===== config.mk =====
export PLATFORM = sky130hd
export DESIGN_NAME = cfg_i2c_slave
export DESIGN_NICKNAME = d
export VERILOG_FILES = /design/src/rtl/cfg_i2c_pkg.sv /design/src/rtl/i2c_line_sync.sv /design/src/rtl/cfg_reg_bank.sv /design/src/rtl/i2c_slave_fsm.sv /design/src/rtl/cfg_i2c_slave.sv
export SDC_FILE = /design/constraint.sdc
export NUM_CORES = 1
export LEC_CHECK = 0
export BUFFER_PORTS_ARGS = -buffer_cell sky130_fd_sc_hd__buf_2
export CAP_MARGIN = 20
export CORE_MARGIN = 4
export CORE_UTILIZATION = 40
export CTS_CLUSTER_DIAMETER = 150
export DETAILED_ROUTE_END_ITERATION = 7
export PLACE_DENSITY_LB_ADDON = 0.08
export RECOVER_POWER = 100
export SYNTH_ARGS = -nofsm -noshare
export SYNTH_HDL_FRONTEND = slang
export SYNTH_SLANG_ARGS = --single-unit
export TNS_END_PERCENT = 20

===== constraint.sdc =====
create_clock -name clk -period 2.5 [get_ports clk]
set_input_delay 0.5 -clock clk [delete_from_list [all_inputs] [get_ports clk]]
set_output_delay 0.5 -clock clk [all_outputs]
set_load 0.01 [all_outputs]

===== src/rtl/cfg_i2c_pkg.sv =====
package cfg_i2c_pkg;
    localparam int DW       = 8;
    localparam int IDXW     = 4;
    localparam int AINC_BIT = 4;
    localparam int CNTW     = 4;
    localparam logic [5:0] ADDR_HI = 6'b100010;

    typedef enum logic [3:0] {
        ST_IDLE,
        ST_ADDR,
        ST_ADDR_ACK,
        ST_SUB,
        ST_SUB_ACK,
        ST_WDATA,
        ST_WDATA_ACK,
        ST_RDATA,
        ST_RDATA_ACK,
        ST_IGNORE
    } bus_state_e;

    typedef struct packed {
        bus_state_e       state;
        logic [CNTW-1:0]  cnt;
        logic [DW-1:0]    sh;
        logic [DW-1:0]    tx;
        logic [IDXW-1:0]  idx;
        logic             ainc;
        logic             rw;
        logic             mack;
        logic             oe;
    } fsm_regs_t;
endpackage


===== src/rtl/i2c_line_sync.sv =====
module i2c_line_sync #(
    parameter int STAGES = 2
) (
    input  logic clk,
    input  logic rst_n,
    input  logic line_i,
    output logic lvl_o,
    output logic rise_o,
    output logic fall_o
);
    logic [STAGES-1:0] chain_q, chain_d;
    logic              prev_q, prev_d;

    always_comb begin
        chain_d = {chain_q[STAGES-2:0], line_i};
        prev_d  = chain_q[STAGES-1];
    end

    always_ff @(posedge clk or negedge rst_n) begin
        if (!rst_n) begin
            chain_q <= '1;
            prev_q  <= 1'b1;
        end else begin
            chain_q <= chain_d;
            prev_q  <= prev_d;
        end
    end

    assign lvl_o  = chain_q[STAGES-1];
    assign rise_o = chain_q[STAGES-1] & ~prev_q;
    assign fall_o = ~chain_q[STAGES-1] & prev_q;
endmodule


===== src/rtl/cfg_reg_bank.sv =====
module cfg_reg_bank #(
    parameter int NREG = 8,
    parameter int DW   = 8,
    parameter int IDXW = 4
) (
    input  logic               clk,
    input  logic               rst_n,
    input  logic               wr_en,
    input  logic [IDXW-1:0]    wr_idx,
    input  logic [DW-1:0]      wr_data,
    output logic [NREG*DW-1:0] regs_o
);
    genvar g;
    generate
        for (g = 0; g < NREG; g++) begin : g_reg
            logic [DW-1:0] val_q, val_d;
            always_comb begin
                val_d = val_q;
                if (wr_en && (int'(wr_idx) == g)) val_d = wr_data;
            end
            always_ff @(posedge clk or negedge rst_n) begin
                if (!rst_n) val_q <= '0;
                else        val_q <= val_d;
            end
            assign regs_o[g*DW +: DW] = val_q;
        end
    endgenerate
endmodule


===== src/rtl/i2c_slave_fsm.sv =====
module i2c_slave_fsm
    import cfg_i2c_pkg::*;
#(
    parameter int NREG = 8
) (
    input  logic            clk,
    input  logic            rst_n,
    input  logic            sda_lvl,
    input  logic            scl_rise,
    input  logic            scl_fall,
    input  logic            start_ev,
    input  logic            stop_ev,
    input  logic            strap_i,
    input  logic [DW-1:0]   status_byte,
    output logic            sda_oe,
    output logic            wr_en,
    output logic [IDXW-1:0] wr_idx,
    output logic [DW-1:0]   wr_data
);
    fsm_regs_t q, d;

    always_comb begin
        d     = q;
        wr_en = 1'b0;
        if (stop_ev) begin
            d.state = ST_IDLE;
            d.oe    = 1'b0;
        end else if (start_ev) begin
            d.state = ST_ADDR;
            d.cnt   = '0;
            d.oe    = 1'b0;
        end else begin
            case (q.state)
                ST_ADDR, ST_SUB, ST_WDATA: begin
                    if (scl_rise && q.cnt < CNTW'(DW)) begin
                        d.sh  = {q.sh[DW-2:0], sda_lvl};
                        d.cnt = q.cnt + 1'b1;
                    end else if (scl_fall && q.cnt == CNTW'(DW)) begin
                        d.cnt = '0;
                        if (q.state == ST_ADDR) begin
                            if (q.sh[DW-1:1] == {ADDR_HI, strap_i}) begin
                                d.rw    = q.sh[0];
                                d.state = ST_ADDR_ACK;
                                d.oe    = 1'b1;
                            end else begin
                                d.state = ST_IGNORE;
                            end
                        end else if (q.state == ST_SUB) begin
                            d.idx   = q.sh[IDXW-1:0];
                            d.ainc  = q.sh[AINC_BIT];
                            d.state = ST_SUB_ACK;
                            d.oe    = 1'b1;
                        end else begin
                            wr_en = (int'(q.idx) < NREG);
                            if (q.ainc)
                                d.idx = (int'(q.idx) == NREG-1) ? '0 : q.idx + 1'b1;
                            d.state = ST_WDATA_ACK;
                            d.oe    = 1'b1;
                        end
                    end
                end
                ST_ADDR_ACK, ST_SUB_ACK, ST_WDATA_ACK: begin
                    if (scl_fall) begin
                        d.oe  = 1'b0;
                        d.cnt = '0;
                        if (q.state == ST_ADDR_ACK && q.rw) begin
                            d.state = ST_RDATA;
                            d.tx    = status_byte;
                            d.oe    = ~status_byte[DW-1];
                        end else if (q.state == ST_ADDR_ACK) begin
                            d.state = ST_SUB;
                        end else begin
                            d.state = ST_WDATA;
                        end
                    end
                end
                ST_RDATA: begin
                    if (scl_fall) begin
                        if (q.cnt == CNTW'(DW-1)) begin
                            d.state = ST_RDATA_ACK;
                            d.oe    = 1'b0;
                            d.cnt   = '0;
                            d.mack  = 1'b0;
                        end else begin
                            d.tx  = {q.tx[DW-2:0], 1'b0};
                            d.oe  = ~q.tx[DW-2];
                            d.cnt = q.cnt + 1'b1;
                        end
                    end
                end
                ST_RDATA_ACK: begin
                    if (scl_rise) d.mack = ~sda_lvl;
                    if (scl_fall) begin
                        if (q.mack) begin
                            d.state = ST_RDATA;
                            d.tx    = status_byte;
                            d.oe    = ~status_byte[DW-1];
                        end else begin
                            d.state = ST_IGNORE;
                        end
                    end
                end
                default: ;
            endcase
        end
    end

    always_ff @(posedge clk or negedge rst_n) begin
        if (!rst_n) begin
            q       <= '0;
            q.state <= ST_IDLE;
        end else begin
            q <= d;
        end
    end

    assign sda_oe  = q.oe;
    assign wr_idx  = q.idx;
    assign wr_data = q.sh;
endmodule


===== src/rtl/cfg_i2c_slave.sv =====
module cfg_i2c_slave
    import cfg_i2c_pkg::*;
#(
    parameter int NREG = 8
) (
    input  logic               clk,
    input  logic               rst_n,
    input  logic               scl_i,
    input  logic               sda_i,
    input  logic               strap_i,
    input  logic               pause_n_i,
    input  logic               zc_mute_i,
    input  logic               smute_i,
    output logic               sda_oe_o,
    output logic [NREG*DW-1:0] regs_o
);
    logic scl_lvl, scl_rise, scl_fall;
    logic sda_lvl, sda_rise, sda_fall;
    logic start_ev, stop_ev;
    logic wr_en;
    logic [IDXW-1:0] wr_idx;
    logic [DW-1:0]   wr_data;
    logic [DW-1:0]   status_byte;

    i2c_line_sync #(.STAGES(2)) u_scl_sync (
        .clk(clk), .rst_n(rst_n), .line_i(scl_i),
        .lvl_o(scl_lvl), .rise_o(scl_rise), .fall_o(scl_fall)
    );

    i2c_line_sync #(.STAGES(2)) u_sda_sync (
        .clk(clk), .rst_n(rst_n), .line_i(sda_i),
        .lvl_o(sda_lvl), .rise_o(sda_rise), .fall_o(sda_fall)
    );

    assign start_ev    = sda_fall & scl_lvl;
    assign stop_ev     = sda_rise & scl_lvl;
    assign status_byte = {5'b00000, smute_i, zc_mute_i, pause_n_i};

    i2c_slave_fsm #(.NREG(NREG)) u_fsm (
        .clk(clk), .rst_n(rst_n), .sda_lvl(sda_lvl),
        .scl_rise(scl_rise), .scl_fall(scl_fall),
        .start_ev(start_ev), .stop_ev(stop_ev),
        .strap_i(strap_i), .status_byte(status_byte),
        .sda_oe(sda_oe_o), .wr_en(wr_en), .wr_idx(wr_idx), .wr_data(wr_data)
    );

    cfg_reg_bank #(.NREG(NREG), .DW(DW), .IDXW(IDXW)) u_bank (
        .clk(clk), .rst_n(rst_n), .wr_en(wr_en),
        .wr_idx(wr_idx), .wr_data(wr_data), .regs_o(regs_o)
    );
endmodule


# After elaboration in Yosys (flattened, before gate mapping)
# Index checks and enable logic that the tools add are counted.
[totals]
register_bits = 101
latch_bits = 0
ramBits = 0
romBits = 0
in_bits = 8
output_inout_bits = 65
word_cells = 156
n_memories = 0
[op_classes]
n_addsub = 2
multipliers = 0
n_div = 0
n_lt_le_gt_ge = 2
eq_ne = 37
shift = 0
mux = 51
bitwise_logic = 15
reduce_logical = 28
[op_table]
columns = ["cell", "n"]
rows = [
  ["$mux W4", 12],
  ["$mux W7", 6],
  ["$mux W8", 4],
  ["$eq A4 B3 Y1 const B", 7],
  ["$reduce_and A7 Y1", 4],
  ["$eq A4 B4 Y1 const B", 6],
  ["$ne A4 B3 Y1 const B", 6],
  ["$pmux W7 S3", 1],
  ["$mux W1", 20],
  ["$pmux W4 S4", 1],
  ["$ne A2 B1 Y1 const B", 7],
  ["$eq A4 B2 Y1 const B", 3],
  ["$pmux W4 S3", 1],
  ["$logic_and A1 B1 Y1", 11],
  ["$not A1 Y1", 9],
  ["$reduce_and A9 Y1", 1],
  ["$add A4 B1 Y4 const B", 2],
  ["$lt A4 B4 Y1 const B", 2],
  ["$reduce_and A8 Y1", 1],
  ["$eq A7 B7 Y1", 1],
  ["$and A1 B1 Y1", 6],
  ["$mux W3", 2],
  ["$ne A3 B2 Y1 const B", 2],
  ["$reduce_and A6 Y1", 1],
  ["other kinds (16)", 19],
]

# Longest topological paths before layout
[depth]
depth_word = 9
depth_mapped = 8
mapped_depth_nobuf = 7

# Modules after synthesis
# From an unflattened synthesis, not the netlist that was laid out.
[unflattened]
hier_cells = 371
area_unflattened_um2 = 4687.0
[modules_own_cells]
columns = ["mod", "n_inst", "cells_each", "area_each_um2", "seq_area_each_um2"]
rows = [
  ["cfg_reg_bank", 1, 144, 2487.4, 1601.5],
  ["i2c_slave_fsm", 1, 214, 1995.7, 775.7],
  ["i2c_line_sync", 2, 5, 93.8, 78.8],
  ["cfg_i2c_slave", 1, 3, 16.3, 0.0],
]

# Least setup slack after synthesis
# No wires, ideal clock.
[synth_path]
path_kind = "register to register"
start = "register u_fsm.q[29] (netlist bit)"
end = "register u_fsm.q[10] (netlist bit)"
setup_ns = 0.125
arrival_ns = 1.937
required_time_ns = 2.375
setup_slack_ns = 0.438
stages_incl_launch_ff = 8
n_path_buf = 2
synth_period_minus_slack_ns = 2.062
path_cell_list = "dfrtp_1 buf_6 or4b_4 buf_6 nor2_8 a21oi_2 nor3_4 mux2_4"
[synth_between]
elab_chain_cells = 4
word_cells_on_any_way = 16
cone_classes = "eq/ne: 11; mux: 1; reduce/logical: 4"
[synth_rtl]
columns = ["item", "line_no", "source"]
rows = [
  ["start, declared", "i2c_slave_fsm.sv:20", "fsm_regs_t q, d;"],
  ["$eq A4 B3 Y1 / $eq A4 B2 Y1 (equally long branches)", "i2c_slave_fsm.sv:33, i2c_slave_fsm.sv:66", ""],
  ["$reduce_or A3 Y1 / $logic_and A1 B1 Y1 (equally long branches)", "i2c_slave_fsm.sv:33, i2c_slave_fsm.sv:66", ""],
  ["$ne A2 B1 Y1 (no line) / $reduce_bool A3 Y1 (equally long branches)", "--", ""],
  ["$reduce_and A9 Y1 (no line)", "--", ""],
]
# Several ways; a longest one is shown, not always the timed one.
# A chain may end at the register's enable or synchronous reset.

# Final worst setup path
[layout_path]
start = "register u_scl_sync.chain_q[1]"
end = "register u_bank.g_reg[6].val_q[2]"
[layout_between]
elab_chain_cells = 9
word_cells_on_any_way = 13
cone_classes = "mux: 5; bitwise: 5; reduce/logical: 3"
[layout_rtl]
columns = ["item", "line_no", "source"]
rows = [
  ["start, declared", "i2c_line_sync.sv:11", "logic [STAGES-1:0] chain_q, chain_d;"],
  ["start signal, assigned", "i2c_line_sync.sv:24", "chain_q <= chain_d;"],
  ["$not A1 Y1", "i2c_line_sync.sv:31", "assign fall_o = ~chain_q[STAGES-1] & prev_q;"],
  ["$and A1 B1 Y1", "i2c_line_sync.sv:31", ""],
  ["$logic_and A1 B1 Y1", "i2c_slave_fsm.sv:38", "end else if (scl_fall && q.cnt == CNTW'(DW)) begin"],
  ["$mux W1", "i2c_slave_fsm.sv:38", ""],
  ["$mux W1", "i2c_slave_fsm.sv:35", "if (scl_rise && q.cnt < CNTW'(DW)) begin"],
  ["$mux W1", "i2c_slave_fsm.sv:33", "case (q.state)"],
  ["$mux W1", "i2c_slave_fsm.sv:28", "end else if (start_ev) begin"],
  ["$mux W1 (*)", "i2c_slave_fsm.sv:25", "if (stop_ev) begin"],
  ["$logic_and A1 B1 Y1 (*)", "cfg_reg_bank.sv:19", "if (wr_en && (int'(wr_idx) == g)) val_d = wr_data;"],
  ["end signal, assigned", "cfg_reg_bank.sv:23", "else val_q <= val_d;"],
  ["end, declared", "cfg_reg_bank.sv:16", "logic [DW-1:0] val_q, val_d;"],
]
# Every way passes the cells marked *; elsewhere a longest branch is shown, timed or not.

==> flow_summary.ini <==
[status]
outcome = finished clean

[critical_path]
critPathMaxStageDelay_ns = 0.44
worstSetupStartpointType = flip-flop
cp.arrival_ns = 2.47
cp_top_family = simple AND/OR/NAND/NOR gates
endpoint_kind = flip-flop
required_ns = 2.73
cp_cell_sequence = nand2b_1 > nor3_4 > and4_1 > nand2_1 > mux2_1
cp_num_buf_inv = 0
cpMaxStageDelayCell = dfstp_1
crit_fanout = 10
critical_path.startpoint = u_scl_sync.chain_q[1]
rrSetupSlack_ns = 0.26
worstReg2RegStart = u_scl_sync.chain_q[1]
crit_type = reg2reg

[cells_and_area]
fill_cells = 1039
final_cells = 596
multi_input_comb_area_um2 = 1860
seq_area_um2 = 2530
diodes = 0
drive_gt1_share_pct = 26.3
syn2layout_area_growth_pct = 16.3
nets = 465

[pwr]
vdd_drop_max_uv = 508
power.total_mw = 4.57
p_per_area_nw_per_um2 = 856
p_leak_nw = 2.51

[sta]
layout_setup_ws_ns = 0.261
rsz0062_at_grt = false
period_share_pct = 89.6
fmax_mhz = 447
fin_crit_ns = 2.24
fin_setup_tns_ns = 0
finalHoldViolations = 0
worst_pin_slew_ns = 1.16
maxSlewHeadroom_pct = 22.8
drv_slew = 0
setup_viol = 0
skew_ns = 0.00890

[place]
gp_congestion = 0.867
dpl_worst_slack_ns = 0.354
dp_hpwl_um = 7260
port_buffers = 72
placed_cells = 580

[logic_synthesis]
synth_flop_cell = dfrtp_1
syn-cell-area_um2 = 4600
synth_top_area_share_pct = 51.7
ys_types = 59
synth_warnings = 0
synth-edff-count = 0
synth_area_leaders = dfrtp_1 (52%), mux2_2 (17%), dfstp_2 (3.4%), nand2_1 (2.3%), mux2i_1 (2.0%)
synth-seq-cells = 101
synth.largest_area_cell = dfrtp_1
syn_avg_cell_area_um2 = 12.5
ys_seq_area_share_pct = 55.2
synthCells = 367
synthesis.nets = 381
synthArstFlopShare_pct = 100

[route]
detail_route.iter0.violations = 185
avgViaCountPerCell = 5.22
routedWlPerCell_um = 17.6
drc = 0
firstDrtPassIters = 5
wl_um = 10500
antenna_left = 0
dr_total_vias = 3114

[global_routing]
antenna_found_initial = 0
grt_pass1_wl_um = 17800
grt_pass1_vias = 3425
grt_use_total_pct = 17.4
grt_start_max_net_pins = 46
grt_overflow = 0

[run]
cap_violations = 0

[cts]
clock_latency_ns = 0.35
tritoncts = yes
clkTransAtPathRegs_ns = 0.06
clockRootBuffer = clkbuf_16
clock_path_buffers = 2
clock_sinks = 101
cts_setup_buffers = 0
cts_max_level = 3
post_cts_resized = 0
cts_buffers = 9
ctsHoldBuffers = 0

[hold_path]
holdCritStartpoint = sda_i
hold_class = in2reg

[die]
core_area_um2 = 11000
die-height_um = 115
io_pins = 73
die_w_um = 115
fp-row-count = 38
die_area_um2 = 13300
start_util_pct = 41.7
[registers in the layout, summed over array words and instances, names as in the netlist]
signal              count
u_fsm.wr_data           8
u_fsm.wr_idx            4
u_scl_sync.chain_q      2
u_sda_sync.chain_q      2
u_scl_sync.prev_q       1
u_bank.g.val_q         64
u_fsm.q                18
u_fsm.sda_oe            1
u_sda_sync.prev_q       1
[where the power goes]
group | leakage, nW | internal [mW] | switching, mW
combinational | 1.00 | 0.482 | 0.715
sequential | 1.36 | 1.78 | 0.170
clock | 0.152 | 0.816 | 0.616
total | 2.51 | 3.07 | 1.50
[worst paths after layout]
check / cells past startpoint / to
min reg2reg: 0 / u_sda_sync.chain_q[1]
max: 5 / u_bank.g_reg[6].val_q[2]
min: 1 / u_sda_sync.chain_q[0]
max reg2reg: 5 / u_bank.g_reg[6].val_q[2]
min in group asynchronous: 1 / u_bank.g_reg[3].val_q[3]
max in group asynchronous: 2 / u_bank.g_reg[2].val_q[6]
[synth_stat cells (4+ instances only)]
master    instances
clkbuf_1         13
nor3b_1           4
mux2_2           71
nand2_2           8
dfstp_2           6
nand2_1          28
inv_1            14
nor4_1            4
ha_1              6
nor2_1           13
dfrtp_1          95
o21ai_0          17
a21oi_1           8
nor2b_1           4
nand2b_1          4
mux2i_1           9
[layout by cell type (no fill, tap or decap), drive strengths merged, types with 5 or more instances in the layout]
cell type	netlist	routed
a21oi	9	9
buf	6	21
clkbuf	13	82
dfrtp	95	95
dfstp	6	6
ha	6	6
inv	14	17
mux2	77	77
mux2i	9	9
nand2	36	36
nor2	14	14
nor3	5	5
o21ai	18	18
[routing by layer]
layer  vias to the layer above  GRT usage [%]  part of all wire (%)
met3                        14           5.89                   4.6
met5                         -              0                     0
met4                         0           5.16                   1.4
met2                        61           28.7                    50
met1                      1565           21.9                    44
li1                       1474              -                     -
[per-stage QoR]
| step | cell area, um^2 | hold slack, ns | utilization (%) |
|---|---|---|---|
| after global placement | 5200 | 0.352 | 47.2 |
| after global routing | 5340 | 0.235 | 48.4 |
| after CTS | 5510 | 0.175 | 49.9 |
| after floorplan | 4600 | 0.204 | - |
| after detailed placement | 5200 | 0.351 | 47.2 |
| final | 5340 | 0.253 | 48.4 |
[logic make-up after synthesis]
kind of cell,Yosys count,synth area share [%]
flops,101,55.2
mux,86,21.1
simple gates,86,11.0
compound gates,54,7.79
buf+inv,33,3.19
fa+ha+maj,6,1.63
xor+xnor,1,0.191
[final cells by class]
cell class,count,share of cell area [%]
Multi-Input combinational cell,233,34.8
Sequential cell,101,47.4
Tap cell,140,3.28
Timing Repair Buffer,92,7.70
Clock inverter,5,1.19
Inverter,14,0.984
Clock buffer,11,4.54
Power figures use the tool's default switching activity.
